### src/rtl/zsr_pkg.sv
package zsr_pkg;
  localparam int SMP_W  = 8;
  localparam int GRP_N  = 8;
  localparam int IDX_W  = $clog2(GRP_N);
  localparam int REC_W  = SMP_W * GRP_N;
  localparam int TWX_W  = REC_W - SMP_W;
  localparam logic [SMP_W-1:0] ROLL_TAG = 8'hA5;

  // Rollover record: tag in the low byte, zero-extended timeword above it.
  function automatic logic [REC_W-1:0] roll_record(input logic [TWX_W-1:0] tw_ext);
    return {tw_ext, ROLL_TAG};
  endfunction
endpackage

### src/rtl/zsr_timebase.sv
module zsr_timebase #(
  parameter int TW = 16
) (
  input  logic          clk,
  input  logic          rst_n,
  output logic [TW-1:0] tcnt,
  output logic          roll_due
);
  localparam logic [TW-1:0] TMAX = '1;
  localparam logic [TW-1:0] TPRE = TMAX - 1'b1;

  logic [TW-1:0] tcnt_q;
  logic          due_q;

  always_ff @(posedge clk or negedge rst_n) begin
    if (!rst_n) begin
      tcnt_q <= '0;
      due_q  <= 1'b0;
    end else begin
      tcnt_q <= tcnt_q + 1'b1;
      due_q  <= (tcnt_q == TPRE);
    end
  end

  assign tcnt     = tcnt_q;
  assign roll_due = due_q;

  // the early registered compare lands exactly on the all-ones count
  a_r1_roll_align: assert property (@(posedge clk) disable iff (!rst_n)
    roll_due |-> (tcnt == TMAX));
endmodule

### src/rtl/zsr_window.sv
module zsr_window #(
  parameter int PW = 4
) (
  input  logic          clk,
  input  logic          rst_n,
  input  logic          accept,
  input  logic          disc,
  input  logic          sup,
  input  logic [PW-1:0] post_len,
  output logic          active
);
  logic [PW-1:0] tail_q;
  logic          tail_on;

  assign tail_on = (tail_q != '0);
  assign active  = disc | sup | tail_on;

  always_ff @(posedge clk or negedge rst_n) begin
    if (!rst_n) begin
      tail_q <= '0;
    end else if (accept) begin
      if (disc)         tail_q <= post_len;
      else if (tail_on) tail_q <= tail_q - 1'b1;
    end
  end
endmodule

### src/rtl/zsr_packer.sv
module zsr_packer
  import zsr_pkg::*;
#(
  parameter int PRE_N = 4
) (
  input  logic             clk,
  input  logic             rst_n,
  input  logic             accept,
  input  logic [SMP_W-1:0] sample,
  input  logic             disc,
  input  logic             active,
  output logic             sig_fire,
  output logic [REC_W-1:0] sig_data
);
  localparam logic [IDX_W:0] PRE_LIM = (IDX_W+1)'(PRE_N);
  localparam logic [IDX_W-1:0] LAST_IDX = IDX_W'(GRP_N - 1);

  logic [REC_W-1:0] cur_q, cur_next, held_q;
  logic [IDX_W-1:0] idx_q;
  logic             cur_keep_q, pre_hit_q, held_keep_q, held_vld_q;
  logic             keep_now, pre_now, last;

  always_comb begin
    cur_next = cur_q;
    cur_next[{idx_q, 3'b000} +: SMP_W] = sample;
  end

  assign keep_now = cur_keep_q | active;
  assign pre_now  = pre_hit_q | (disc & ({1'b0, idx_q} < PRE_LIM));
  assign last     = accept & (idx_q == LAST_IDX);
  // The held group is decided once the following group is complete.
  assign sig_fire = last & held_vld_q & (held_keep_q | pre_now);
  assign sig_data = held_q;

  always_ff @(posedge clk or negedge rst_n) begin
    if (!rst_n) begin
      cur_q       <= '0;
      held_q      <= '0;
      idx_q       <= '0;
      cur_keep_q  <= 1'b0;
      pre_hit_q   <= 1'b0;
      held_keep_q <= 1'b0;
      held_vld_q  <= 1'b0;
    end else if (accept) begin
      cur_q <= cur_next;
      idx_q <= idx_q + 1'b1;
      if (last) begin
        held_q      <= cur_next;
        held_keep_q <= keep_now;
        held_vld_q  <= 1'b1;
        cur_keep_q  <= 1'b0;
        pre_hit_q   <= 1'b0;
      end else begin
        cur_keep_q  <= keep_now;
        pre_hit_q   <= pre_now;
      end
    end
  end
endmodule

### src/rtl/zsr_writer.sv
module zsr_writer
  import zsr_pkg::*;
#(
  parameter int AW = 16,
  parameter int TW = 16
) (
  input  logic             clk,
  input  logic             rst_n,
  input  logic             sig_fire,
  input  logic [REC_W-1:0] sig_data,
  input  logic             roll_due,
  input  logic [TW-1:0]    tcnt,
  output logic             mem_we,
  output logic [AW-1:0]    mem_addr,
  output logic [REC_W-1:0] mem_data,
  output logic             mem_kind,
  output logic             full
);
  localparam logic [AW-1:0] LAST_ADDR = '1;

  logic [AW-1:0]    ptr_q, addr_q;
  logic [REC_W-1:0] data_q, nxt_data;
  logic [TW-1:0]    pend_tw_q;
  logic             we_q, kind_q, full_q, pend_q;
  logic             nxt_we, nxt_kind, set_pend, clr_pend;

  always_comb begin
    nxt_we   = 1'b0;
    nxt_kind = kind_q;
    nxt_data = data_q;
    set_pend = 1'b0;
    clr_pend = 1'b0;
    if (!full_q) begin
      if (sig_fire) begin
        nxt_we   = 1'b1;
        nxt_kind = 1'b0;
        nxt_data = sig_data;
        set_pend = roll_due;
      end else if (pend_q) begin
        nxt_we   = 1'b1;
        nxt_kind = 1'b1;
        nxt_data = roll_record({{(TWX_W-TW){1'b0}}, pend_tw_q});
        clr_pend = 1'b1;
      end else if (roll_due) begin
        nxt_we   = 1'b1;
        nxt_kind = 1'b1;
        nxt_data = roll_record({{(TWX_W-TW){1'b0}}, tcnt});
      end
    end
  end

  always_ff @(posedge clk or negedge rst_n) begin
    if (!rst_n) begin
      ptr_q     <= '0;
      addr_q    <= '0;
      data_q    <= '0;
      pend_tw_q <= '0;
      we_q      <= 1'b0;
      kind_q    <= 1'b0;
      full_q    <= 1'b0;
      pend_q    <= 1'b0;
    end else begin
      we_q <= nxt_we;
      if (set_pend) begin
        pend_q    <= 1'b1;
        pend_tw_q <= tcnt;
      end else if (clr_pend) begin
        pend_q    <= 1'b0;
      end
      if (nxt_we) begin
        data_q <= nxt_data;
        kind_q <= nxt_kind;
        addr_q <= ptr_q;
        ptr_q  <= ptr_q + 1'b1;
        if (ptr_q == LAST_ADDR) full_q <= 1'b1;
      end
    end
  end

  assign mem_we   = we_q;
  assign mem_addr = addr_q;
  assign mem_data = data_q;
  assign mem_kind = kind_q;
  assign full     = full_q;

  // a deferred rollover record never meets a second signal record
  a_r8_pend_no_signal: assert property (@(posedge clk) disable iff (!rst_n)
    pend_q |-> !sig_fire);
  // every rollover record carries the tag and the all-ones timeword
  a_r2_roll_fields: assert property (@(posedge clk) disable iff (!rst_n)
    (mem_we && mem_kind) |-> (mem_data[SMP_W +: TW] == {TW{1'b1}} &&
                              mem_data[SMP_W-1:0] == ROLL_TAG));
  // nothing is written once the buffer is full
  a_r10_quiet_when_full: assert property (@(posedge clk) disable iff (!rst_n)
    full |=> !mem_we);
endmodule

### src/rtl/zs_wave_recorder.sv
module zs_wave_recorder
  import zsr_pkg::*;
#(
  parameter int TW    = 16,
  parameter int AW    = 16,
  parameter int PRE_N = 4,
  parameter int PW    = 4
) (
  input  logic             clk,
  input  logic             rst_n,
  input  logic             s_valid,
  output logic             s_ready,
  input  logic [SMP_W-1:0] s_sample,
  input  logic             s_disc,
  input  logic             sup_off,
  input  logic [PW-1:0]    post_len,
  output logic             mem_we,
  output logic [AW-1:0]    mem_addr,
  output logic [REC_W-1:0] mem_data,
  output logic             mem_kind,
  output logic             full
);
  logic [TW-1:0]    tcnt;
  logic             roll_due, accept, active, sig_fire;
  logic [REC_W-1:0] sig_data;

  assign s_ready = !full;
  assign accept  = s_valid & s_ready;

  zsr_timebase #(.TW(TW)) u_time (
    .clk(clk), .rst_n(rst_n), .tcnt(tcnt), .roll_due(roll_due));

  zsr_window #(.PW(PW)) u_win (
    .clk(clk), .rst_n(rst_n), .accept(accept), .disc(s_disc),
    .sup(sup_off), .post_len(post_len), .active(active));

  zsr_packer #(.PRE_N(PRE_N)) u_pack (
    .clk(clk), .rst_n(rst_n), .accept(accept), .sample(s_sample),
    .disc(s_disc), .active(active), .sig_fire(sig_fire), .sig_data(sig_data));

  zsr_writer #(.AW(AW), .TW(TW)) u_wr (
    .clk(clk), .rst_n(rst_n), .sig_fire(sig_fire), .sig_data(sig_data),
    .roll_due(roll_due), .tcnt(tcnt), .mem_we(mem_we), .mem_addr(mem_addr),
    .mem_data(mem_data), .mem_kind(mem_kind), .full(full));
endmodule

### config.mk
export PLATFORM = sky130hd
export DESIGN_NAME = zs_wave_recorder
export DESIGN_NICKNAME = d
export VERILOG_FILES = /design/src/rtl/zsr_pkg.sv /design/src/rtl/zsr_timebase.sv /design/src/rtl/zsr_window.sv /design/src/rtl/zsr_packer.sv /design/src/rtl/zsr_writer.sv /design/src/rtl/zs_wave_recorder.sv
export SDC_FILE = /design/constraint.sdc
export NUM_CORES = 1
export LEC_CHECK = 0
export BUFFER_PORTS_ARGS = -buffer_cell sky130_fd_sc_hd__buf_2
export CORE_MARGIN = 8
export CORE_UTILIZATION = 64
export CTS_CLUSTER_DIAMETER = 80
export DETAILED_ROUTE_END_ITERATION = 12
export PLACE_DENSITY = 0.83
export SLEW_MARGIN = 20
export SYNTH_ARGS = -nofsm -noshare
export SYNTH_HDL_FRONTEND = slang
export SYNTH_SLANG_ARGS = --single-unit
export TNS_END_PERCENT = 5
### constraint.sdc
create_clock -name clk -period 4.26 [get_ports clk]
set_input_delay 0.639 -clock clk [delete_from_list [all_inputs] [get_ports clk]]
set_output_delay 0.639 -clock clk [all_outputs]
set_load 0.01 [all_outputs]
Word level (Yosys, flattened, before mapping)
Cells that the tools add are included.
Widths: inputs -> output; s select.
{"block": "totals", "ff_bits": 272, "latchBits": 0, "mem_bits_rw": 0, "romBits": 0, "inputBits": 17, "output_inout_bits": 84, "memories": 0}
{"block": "classes", "addsub": 5, "multipliers": 0, "div": 0, "n_lt_le_gt_ge": 1, "n_eq_ne": 3, "n_shift": 2, "mux": 22, "n_bitwise": 11, "reduce_logical": 9}
{"op": "$mux 64", "n": 3}
{"op": "$bwmux 64", "n": 1}
{"op": "$shift 8x8->64 const A", "n": 1}
{"op": "$shiftx 8x8->64", "n": 1}
{"op": "$add 16x1->16 const B", "n": 2}
{"op": "$eq 16x16->1 const B", "n": 2}
{"op": "$mux 1", "n": 16}
{"op": "$mux 4", "n": 2}
{"op": "$neg 6->8", "n": 1}
{"op": "$reduce_and 2->1", "n": 3}
{"op": "$and 1x1->1", "n": 5}
{"op": "$or 1x1->1", "n": 5}
{"op": "$reduce_bool 2->1", "n": 2}
{"op": "$reduce_bool 4->1", "n": 1}
{"op": "$sub 4x1->4 const B", "n": 1}
{"op": "$add 3x1->3 const B", "n": 1}
{"op": "$eq 3x3->1 const B", "n": 1}
{"op": "$lt 3x3->1 const B", "n": 1}
{"op": "$reduce_and 3->1", "n": 1}
{"op": "$reduce_bool 3->1", "n": 1}
{"op": "$logic_not 1->1", "n": 1}
{"op": "$not 1->1", "n": 1}

Logic depth before layout (Yosys ltp)
Gate-level depths: netlist (run 1).
{"block": "depth", "word_depth": 9, "depth_mapped": 11, "mapped_depth_nobuf": 7}

Hierarchy
Synthesis (run 1) repeated with hierarchy kept, for this count alone.
{"block": "unflattened", "hier_cells": 1027, "area_unflattened_um2": 11806.3}
{"module": "zsr_packer", "instances": 1, "cells_per_inst": 535, "area_each_um2": 6100.9}
{"module": "zsr_writer", "instances": 1, "cells_per_inst": 398, "area_each_um2": 4667.0}
{"module": "zsr_timebase", "instances": 1, "cells_per_inst": 65, "area_each_um2": 742.0}
{"module": "zsr_window", "instances": 1, "cells_per_inst": 27, "area_each_um2": 286.5}
{"module": "zs_wave_recorder", "instances": 1, "cells_per_inst": 2, "area_each_um2": 10.0}

Worst setup path before layout (run 1)
OpenSTA, ideal clock, no wires.
{"block": "synth_timing", "path_type": "reg2reg", "from": "register u_pack.idx_q[0]", "to": "register u_pack.cur_q[58]", "setup_time_ns": 0.125, "t_arrival_ns": 2.352, "t_required_ns": 4.135, "slack_ns": 1.783, "stages_incl_launch_ff": 10, "cell_sequence": "dfrtp_1 -> buf_6 -> inv_1 -> ha_1 -> ha_1 -> buf_6 -> or4b_4 -> or2_1 -> buf_2 -> mux2_4"}
{"block": "synth_via", "elab_chain_len": 3, "elab_cells_between_ends": 4}
{"element": "start, declared", "line_no": "zsr_packer.sv:19", "source": "logic [IDX_W-1:0] idx_q;"}
{"element": "start signal, assigned", "line_no": "zsr_packer.sv:46", "source": "idx_q <= idx_q + 1'b1;"}
{"element": "$neg 6->8 (*)", "line_no": "zsr_packer.sv:25", "source": "cur_next[{idx_q, 3'b000} +: SMP_W] = sample;"}
{"element": "$shiftx 8x8->64 or $shift 8x8->64 (tied branches)", "line_no": "zsr_packer.sv:25"}
{"element": "$bwmux 64 (*)", "line_no": "zsr_packer.sv:25"}
{"element": "end signal, assigned", "line_no": "zsr_packer.sv:45", "source": "cur_q <= cur_next;"}
{"element": "end, declared", "line_no": "zsr_packer.sv:18", "source": "logic [REC_W-1:0] cur_q, cur_next, held_q;"}
Every way passes the cells marked *; elsewhere a longest branch is shown, timed or not.
A chain may end at the register's enable or synchronous reset.

Worst setup path in the final report (run 1)
{"block": "layout_timing", "from": "register u_pack.idx_q[0]", "to": "register u_wr.pend_tw_q[14]"}
{"block": "layout_via", "elab_chain_len": 7, "elab_cells_between_ends": 10}
{"element": "$lt 3x3->1", "line_no": "zsr_packer.sv:29", "source": "assign pre_now = pre_hit_q | (disc & ({1'b0, idx_q} < PRE_LIM));"}
{"element": "$and 1x1->1", "line_no": "zsr_packer.sv:29"}
{"element": "$or 1x1->1", "line_no": "zsr_packer.sv:29"}
{"element": "$or 1x1->1", "line_no": "zsr_packer.sv:32", "source": "assign sig_fire = last & held_vld_q & (held_keep_q | pre_now);"}
{"element": "$and 1x1->1 (*)", "line_no": "zsr_packer.sv:32"}
{"element": "$mux 1 (*)", "line_no": "zsr_writer.sv:34", "source": "if (sig_fire) begin"}
{"element": "$mux 1 (*)", "line_no": "zsr_writer.sv:33", "source": "if (!full_q) begin"}
{"element": "end signal, assigned", "line_no": "zsr_writer.sv:66", "source": "pend_tw_q <= tcnt;"}
{"element": "end, declared", "line_no": "zsr_writer.sv:23", "source": "logic [TW-1:0] pend_tw_q;"}
Marks and branches as above.

==> flow_metrics.py, run 1 <==
metrics = {
    "sta": {
        "fmax_mhz": 320,
        "holdWs_ns": 0.173,
        "finalSetupViolCount": 0,
        "tightest_slew_ns": 1.11,
        "rsz0062_at_grt": "no",
        "slew_viol_final": 0,
        "fin_crit_sh": 0.733,
        "skew_ns": 0.0161,
        "hold_viol": 0,
        "fin_tns_setup_ns": 0,
        "fin_ws_ns": 1.14,
        "relSlewSlack": 0.258,
        "fin_crit_ns": 3.12,
    },
    "setup_path": {
        "crit_required_ns": 4.67,
        "critical_path.max_stage_delay_ns": 0.61,
        "end_kind": "flip-flop",
        "rr_worst_depth": 7,
        "critPathMostFrequentCell": "ha_1",
        "slowest_stage": "buf_4",
        "worstPathArrival_ns": 3.53,
        "crit_type": "reg2reg",
        "crit_fanout": 61,
        "start_kind": "flip-flop",
        "regToRegStartpoint": "u_pack.idx_q[0]$_DFFE_PN0P_",
        "crit_chain": "ha_1 > ha_1 > and3b_2 > o311a_2 > buf_4 > nand2_4 > mux2_1",
        "regToRegSetupSlack_ns": 1.14,
        "worstReg2RegEnd": "u_wr.pend_tw_q[14]$_DFFE_PN0P_",
    },
    "pwr": {
        "p_comb_frac": 0.285,
        "cellInternalPower_mw": 6.19,
        "power_switching_mw": 2.89,
        "seqPwrFrac": 0.458,
        "swShare": 0.318,
        "p_clk_frac": 0.258,
        "power.total_mw": 9.08,
        "p_leak_nw": 6.19,
        "vdd_drop_max_uv": 518,
        "power_density_nw_per_um2": 698,
    },
    "route": {
        "highest_layer": "met4",
        "wl_met3_um": 1220,
        "drt_iter0_drc": 543,
        "routed-wl-met2_um": 11700,
        "drt-met1-wl_um": 10800,
        "wl_per_cell_um": 18.8,
        "drc": 0,
        "routed_wirelength_um": 24100,
        "ant_nets": 0,
        "num_vias": 7558,
        "drt-pass1-iter-count": 5,
        "viasPerCell": 5.89,
    },
    "synthesis": {
        "async_flop_share": 1.00,
        "synthXorXnorAreaFrac": 0.0228,
        "muxShareOfSynthArea": 0.144,
        "synth_cell_types": 57,
        "synth-simple-area-share": 0.0844,
        "synth_nets": 989,
        "ys.flop_type": "dfrtp_1",
        "yosys_warnings": 0,
        "synth.avg_cell_area_um2": 12.0,
        "synth_compound_area_frac": 0.113,
        "synth_area_um2": 11500,
        "postSynthCellCount": 962,
        "synth_area_leaders": "dfrtp_1 59%, mux2i_1 6.2%, mux2_2 5.3%",
        "synth_top_family_by_area": "multiplexers",
        "synth_edf_count": 0,
        "ys_seq_elements": 272,
        "seq_area_frac_synth": 0.590,
        "yosys.area.top_type": "dfrtp_1",
        "synth_top_area_frac": 0.590,
        "synth_fa_ha_area_frac": 0.0108,
    },
    "global_routing": {
        "grt_max_degree": 123,
        "grt_use_total": 0.216,
        "grt_pass1_wl_um": 39300,
        "grt_pass1_vias": 7542,
        "antenna_found_initial": 0,
        "grt_overflow_total": 0,
    },
    "floorplan": {
        "chipHeight_um": 150,
        "start_util": 0.647,
        "fp.dieW_um": 150,
        "die_area_um2": 22600,
        "rows": 49,
        "core_area_um2": 17800,
        "io_pins": 101,
    },
    "clock_tree": {
        "cts_buffers": 27,
        "cts.sinks": 272,
        "cts_tree": "yes",
        "cts_setup_buffers": 0,
        "hold_buffers": 0,
        "cts-root-buf": "clkbuf_16",
        "clock_latency_ns": 0.53,
        "clk_pin_slew_ns": 0.06,
        "clock_path_buffers": 3,
        "h-tree-depth": 1,
        "cts_resized": 0,
    },
    "final_layout": {
        "mostFrequentLayoutCell": "dfrtp_1",
        "drive_gt1_frac": 0.219,
        "antennaDiodeCount": 0,
        "final_cell_mix": "272 x dfrtp_1, 99 x buf_2, 81 x nor2_1, 75 x nand2_1, 71 x mux2i_1",
        "finalNonFillerCells": 1283,
        "postLayoutCellArea_um2": 13000,
        "area_delta_synth_final_pct": 12.7,
        "nets": 1061,
        "final_util": 0.729,
    },
    "placement": {
        "placed_cells": 1234,
        "dp_hpwl_um": 15600,
        "place_ws_ns": 1.10,
        "numPortBuffers": 100,
        "gp_congestion": 0.800,
        "post_dp_cell_area_um2": 12100,
    },
    "run_status": {
        "status": "completed",
    },
    "flow_run": {
        "drv_cap": 0,
    },
    "hold_path": {
        "min_path_type": "in2async",
    },
}
registers in the layout, summed over array words and instances, names as in the netlist:
register,flops
u_pack.cur_keep_q,1
u_pack.cur_q,64
u_pack.held_keep_q,1
u_pack.held_vld_q,1
u_pack.idx_q,3
u_pack.pre_hit_q,1
u_pack.sig_data,64
u_time.roll_due,1
u_time.tcnt,16
u_win.tail_q,4
u_wr.full,1
u_wr.mem_addr,16
u_wr.mem_data,64
u_wr.mem_kind,1
u_wr.mem_we,1
u_wr.pend_q,1
u_wr.pend_tw_q,16
u_wr.ptr_q,16
power groups by stage:
stage	combinational, mW	sequential [mW]	clock, mW
CTS	2.62	4.15	2.39
detailed placement	2.58	4.18	0
global placement	2.49	4.13	0
floorplan	1.71	4.17	0
global route	2.86	4.26	2.49
finish	2.58	4.15	2.34
synthesized netlist by cell type, drive strengths merged, types with 3 or more instances:
library cell and count:
dfrtp 272, mux2 84, nor2 83, nand2 76, mux2i 71, a21oi 69, o21ai 60, a22o 44
buf 36, clkbuf 33, nand3 17, xor2 16, inv 14, xnor2 14, ha 10, a2111oi 8
nand4 8, and3 6, o22a 4, or2 4, a211oi 3, o311ai 3
metal layers:
metal  GRT usage  vias to the layer above
met4      0.0590                        0
met2       0.354                      194
met1       0.296                     3809
li1            -                     3521
met3      0.0331                       34
met5           0                        -
worst max-delay path: cells and delay by family (launching register included):
family	cells	cell delay, ns
fa+ha+maj	2	0.38
flops	1	0.54
mux	1	0.39
compound gates	1	0.53
simple gates	2	0.50
buf+inv	1	0.61
worst max-delay path by stage:
stage	start	to	slack [ns]	cells past startpoint
floorplan	u_pack.idx_q[0]$_DFFE_PN0P_	u_pack.cur_q[58]$_DFFE_PN0P_	1.78	9
global placement	s_disc	u_wr.pend_tw_q[8]$_DFFE_PN0P_	1.16	6
detailed placement	s_disc	u_wr.pend_tw_q[14]$_DFFE_PN0P_	1.10	6
CTS	u_pack.idx_q[0]$_DFFE_PN0P_	u_wr.pend_tw_q[14]$_DFFE_PN0P_	1.17	7
global route	u_pack.idx_q[0]$_DFFE_PN0P_	u_wr.full$_DFFE_PN0P_	0.90	7
finish	u_pack.idx_q[0]$_DFFE_PN0P_	u_wr.pend_tw_q[14]$_DFFE_PN0P_	1.14	7
cell families after synthesis:
kind of cell	after synthesis
compound gates	198
buf+inv	83
flops	272
fa+ha+maj	10
mux	155
xor+xnor	30
simple gates	214
cell type report:
| cell class | instances | area [um2] |
|---|---|---|
| inverter | 14 | 52.6 |
| clock inverter | 4 | 48.8 |
| fill | 1181 | 4830 |
| tap | 229 | 287 |
| clock buffer | 45 | 843 |
| sequential | 272 | 6810 |
| timing repair buffer | 112 | 601 |
| multi-input combinational | 607 | 4370 |
Power figures use the tool's default switching activity.
==> run 2, diff against run 1 <==
CORE_UTILIZATION = 54   (was 64)
PLACE_DENSITY = 0.74   (was 0.83)
clock period = 2.7 ns   (was 4.26 ns; I/O delays follow)
==> flow_metrics.py, run 2 (synthesis gave the netlist of run 1 again) <==
metrics = {
    "clock_tree": {
        "cts.sinks": 272,
        "cts_tree": "yes",
        "cts_setup_buffers": 0,
        "clock_path_buffers": 3,
        "clock_latency_ns": 0.53,
        "cts_buffers": 27,
        "h-tree-depth": 1,
        "cts-root-buf": "clkbuf_16",
        "hold_buffers": 1,
        "cts_resized": 0,
        "clk_pin_slew_ns": 0.06,
    },
    "sta": {
        "relSlewSlack": 0.404,
        "finalSetupViolCount": 0,
        "slew_viol_final": 0,
        "rsz0062_at_grt": "no",
        "skew_ns": 0.0149,
        "holdWs_ns": 0.176,
        "fin_crit_sh": 0.925,
        "fin_crit_ns": 2.50,
        "fin_tns_setup_ns": 0,
        "fmax_mhz": 400,
        "tightest_slew_ns": 0.891,
        "hold_viol": 0,
    },
    "floorplan": {
        "die_area_um2": 26300,
        "rows": 53,
        "core_area_um2": 21000,
        "io_pins": 101,
        "chipHeight_um": 162,
        "fp.dieW_um": 162,
        "start_util": 0.549,
    },
    "final_layout": {
        "area_delta_synth_final_pct": 15.7,
        "antennaDiodeCount": 0,
        "mostFrequentLayoutCell": "dfrtp_1",
        "final_util": 0.635,
        "nets": 1077,
        "final_cell_mix": "272 x dfrtp_1, 99 x buf_2, 81 x nor2_1, 75 x nand2_1, 71 x mux2i_1",
        "finalNonFillerCells": 1346,
        "drive_gt1_frac": 0.235,
    },
    "setup_path": {
        "regToRegSetupSlack_ns": 0.20,
        "end_kind": "flip-flop",
        "start_kind": "flip-flop",
        "crit_required_ns": 3.11,
        "crit_fanout": 13,
        "critPathMostFrequentCell": "ha_1",
        "slowest_stage": "or4b_4",
        "worstPathArrival_ns": 2.91,
        "crit_type": "reg2reg",
        "critical_path.max_stage_delay_ns": 0.57,
        "crit_chain": "inv_1 > ha_1 > ha_1 > or4b_4 > or2_1 > mux2_4",
    },
    "pwr": {
        "vdd_drop_max_uv": 648,
        "power.total_mw": 14.9,
        "p_leak_nw": 6.34,
        "power_density_nw_per_um2": 1110,
    },
    "global_routing": {
        "grt_pass1_wl_um": 41600,
        "antenna_found_initial": 0,
        "grt_max_degree": 68,
        "grt_overflow_total": 0,
        "grt_pass1_vias": 7686,
        "grt_use_total": 0.194,
    },
    "run_status": {
        "status": "completed",
    },
    "flow_run": {
        "drv_cap": 0,
    },
    "route": {
        "wl_per_cell_um": 18.7,
        "drt-pass1-iter-count": 5,
        "drt_iter0_drc": 474,
        "ant_nets": 0,
        "routed_wirelength_um": 25100,
        "drc": 0,
        "viasPerCell": 5.58,
        "num_vias": 7516,
    },
    "placement": {
        "numPortBuffers": 100,
        "placed_cells": 1295,
        "gp_congestion": 0.797,
        "dp_hpwl_um": 16300,
    },
    "hold_path": {
        "min_path_type": "in2reg",
    },
}
==> run 2: changes by cell type in the layout (fill, tap and decap cells not counted) <==
| cell | delta |
|---|---|
| buf_12 | +5 |
| buf_4 | +10 |
| dlygate4sd3_1 | +1 |
| clkinv_2 | +3 |
| clkbuf_1 | -5 |
| clkbuf_8 | -4 |
| clkinvlp_4 | +2 |
| bufinv_16 | +5 |
==> run 2: cell type report <==
class | count | area (um2)
Clock inverter | 14 | 229
Sequential cell | 272 | 6810
Fill cell | 1613 | 7660
Tap cell | 275 | 344
Inverter | 14 | 52.6
Clock buffer | 36 | 769
Multi-Input combinational cell | 607 | 4370
Timing Repair Buffer | 128 | 786
==> run 2: routing by layer <==
metal | wire length, um | GRT usage | vias up
met5 | 0 | 0 | -
met4 | 425 | 0.0471 | 0
met3 | 1090 | 0.0258 | 33
met2 | 12000 | 0.312 | 144
met1 | 11600 | 0.275 | 3783
li1 | - | - | 3556
==> run 2: worst max-delay path, delay by kind of cell, from the launching register on <==
family        cells  cell delay [ns]
fa+ha+maj         2             0.59
buf+inv           1             0.09
flops             1             0.37
mux               1             0.36
simple gates      2             0.97
==> run 2: path summary, 6_finish.rpt <==
check / start / end / depth (start not counted)
max: u_pack.idx_q[1]$_DFFE_PN0P_ / u_pack.cur_q[60]$_DFFE_PN0P_ / 6
min: post_len[0] / u_win.tail_q[0]$_DFFE_PN0P_ / 3
max reg2reg: u_pack.idx_q[1]$_DFFE_PN0P_ / u_pack.cur_q[60]$_DFFE_PN0P_ / 6
min reg2reg: u_wr.mem_addr[12]$_DFFE_PN0P_ / u_wr.mem_addr[12]$_DFFE_PN0P_ / 1
max in group asynchronous: rst_n / u_pack.sig_data[38]$_DFFE_PN0P_ / 3
min in group asynchronous: rst_n / u_wr.pend_tw_q[8]$_DFFE_PN0P_ / 2
==> run 2: per-stage QoR <==
stage                     cell area, um2  setup WS (ns)
after floorplan                    11500          0.223
after global placement             12300          0.284
after detailed placement           12300          0.217
after CTS                          13400          0.213
after global routing               13400         0.0925
final                              13400          0.203
==> run 2: power by group <==
| group | leakage, nW | switching [mW] | internal (mW) |
|---|---|---|---|
| Clock | 0.489 | 1.56 | 2.57 |
| Combinational | 2.45 | 2.18 | 2.02 |
| Sequential | 3.40 | 0.920 | 5.62 |
| Total | 6.34 | 4.66 | 10.2 |
==> run 3, diff against run 2 <==
CAP_MARGIN = 20   (was not set)
CORE_MARGIN = not set   (was 8)
==> flow_metrics.py, run 3 (synthesis gave the netlist of run 1 again) <==
metrics = {
    "sta": {
        "fmax_mhz": 392,
        "slew_viol_final": 0,
        "tightest_slew_ns": 0.888,
        "relSlewSlack": 0.406,
        "fin_tns_setup_ns": 0,
        "rsz0062_at_grt": "no",
        "fin_crit_sh": 0.945,
        "hold_viol": 0,
        "finalSetupViolCount": 0,
        "fin_crit_ns": 2.55,
        "skew_ns": 0.0116,
        "holdWs_ns": 0.144,
    },
    "floorplan": {
        "io_pins": 101,
        "fp.dieW_um": 148,
        "core_area_um2": 21000,
        "die_area_um2": 22000,
        "rows": 53,
        "chipHeight_um": 148,
        "start_util": 0.549,
    },
    "route": {
        "routed_wirelength_um": 24100,
        "num_vias": 7511,
        "drt_iter0_drc": 454,
        "drt-pass1-iter-count": 4,
        "drc": 0,
        "viasPerCell": 5.60,
        "ant_nets": 0,
        "wl_per_cell_um": 18.0,
    },
    "run_status": {
        "status": "completed",
    },
    "hold_path": {
        "hp-start": "post_len[0]",
        "min_path_cells": 3,
        "min_path_type": "in2reg",
        "holdPathEnd": "u_win.tail_q[0]$_DFFE_PN0P_",
    },
    "setup_path": {
        "worstReg2RegEnd": "u_pack.cur_q[60]$_DFFE_PN0P_",
        "slowest_stage": "or4b_4",
        "worst-path-stages": 6,
        "critical_path.top_delay_family": "simple AND/OR/NAND/NOR gates",
        "end_kind": "flip-flop",
        "start_kind": "flip-flop",
        "path_buf_inv": 1,
        "crit_required_ns": 3.10,
        "critPathMostFrequentCell": "ha_1",
        "regToRegSetupSlack_ns": 0.15,
        "crit_chain": "inv_1 > ha_1 > ha_1 > or4b_4 > or2_1 > mux2_4",
        "crit_fanout": 13,
        "rr_worst_depth": 6,
        "regToRegStartpoint": "u_pack.idx_q[0]$_DFFE_PN0P_",
        "crit_type": "reg2reg",
        "worstPathArrival_ns": 2.95,
        "critical_path.max_stage_delay_ns": 0.57,
    },
    "placement": {
        "dp_hpwl_um": 15700,
        "numPortBuffers": 100,
        "gp_congestion": 0.781,
    },
    "clock_tree": {
        "clk_pin_slew_ns": 0.06,
        "cts.sinks": 272,
        "cts_tree": "yes",
        "cts-root-buf": "clkbuf_16",
        "h-tree-depth": 1,
        "cts_resized": 0,
        "clock_path_buffers": 3,
        "clock_latency_ns": 0.52,
        "cts_buffers": 27,
    },
    "global_routing": {
        "grt_pass1_vias": 7486,
        "grt_overflow_total": 0,
        "grt_max_degree": 75,
        "antenna_found_initial": 0,
        "grt_use_total": 0.227,
        "grt_pass1_wl_um": 39600,
    },
    "pwr": {
        "vdd_drop_max_uv": 563,
        "p_leak_nw": 6.33,
        "power.total_mw": 14.8,
        "power_density_nw_per_um2": 1110,
    },
    "final_layout": {
        "filler_cell_count": 1616,
        "antennaDiodeCount": 0,
        "final_cell_mix": "272 x dfrtp_1, 99 x buf_2, 81 x nor2_1, 75 x nand2_1, 71 x mux2i_1",
        "area_delta_synth_final_pct": 15.4,
        "mostFrequentLayoutCell": "dfrtp_1",
        "drive_gt1_frac": 0.232,
        "nets": 1075,
    },
    "flow_run": {
        "drv_cap": 0,
    },
}
run 3: final cells by class:
type | count | area, um2 | share of cell area
tap | 275 | 344 | 0.0258
timing repair buffer | 126 | 758 | 0.0569
sequential | 272 | 6810 | 0.511
inverter | 14 | 52.6 | 0.00394
clock buffer | 38 | 797 | 0.0598
clock inverter | 9 | 195 | 0.0147
multi-input combinational | 607 | 4370 | 0.328
run 3: worst max-delay path by stage:
stage / start / end
5_1_grt: u_pack.idx_q[1]$_DFFE_PN0P_ / u_pack.cur_q[58]$_DFFE_PN0P_
3_5_place_dp: u_pack.idx_q[1]$_DFFE_PN0P_ / u_pack.cur_q[59]$_DFFE_PN0P_
3_3_place_gp: u_pack.idx_q[1]$_DFFE_PN0P_ / u_pack.cur_q[59]$_DFFE_PN0P_
4_1_cts: u_pack.idx_q[1]$_DFFE_PN0P_ / u_pack.cur_q[59]$_DFFE_PN0P_
6_report: u_pack.idx_q[0]$_DFFE_PN0P_ / u_pack.cur_q[60]$_DFFE_PN0P_
2_1_floorplan: u_pack.idx_q[0]$_DFFE_PN0P_ / u_pack.cur_q[58]$_DFFE_PN0P_
run 3: worst reg2reg max path, delay by kind of cell, from the launching register on:
kind          cells  cell delay, ns
buf+inv           1            0.10
simple gates      2            0.97
mux               1            0.36
flops             1            0.36
fa+ha+maj         2            0.65
run 3: metal layers:
metal	vias to the layer above	wire (um)	global-route usage
li1	3559	-	-
met1	3820	11400	0.326
met2	109	11800	0.377
met3	23	718	0.0276
met4	0	191	0.0376
met5	-	0	0
run 3: timing repair:
| item | in CTS | in global routing |
|---|---|---|
| setup buffers | 0 | 1 |
| endpoints found under the setup margin | 0 | 8 |
| hold buffers | 1 | 0 |
| hold endpoints to repair | 66 | 0 |
run 3: report_power, final:
part | total (mW) | switching, mW | internal, mW
clock | 4.13 | 1.51 | 2.61
sequential | 6.53 | 0.910 | 5.62
combinational | 4.13 | 2.13 | 2.01
run 3: metrics by stage:
| step | cell area, um2 | worst slack, ns | instances | utilization |
|---|---|---|---|---|
| finish | 13300 | 0.148 | 1341 | 0.634 |
| global route | 13300 | 0.0481 | 1341 | 0.634 |
| CTS | 13300 | 0.152 | 1340 | 0.633 |
| detailed placement | 12300 | 0.208 | 1292 | 0.586 |
| global placement | 12300 | 0.272 | 1292 | 0.586 |
| floorplan | 11500 | 0.223 | 962 | - |
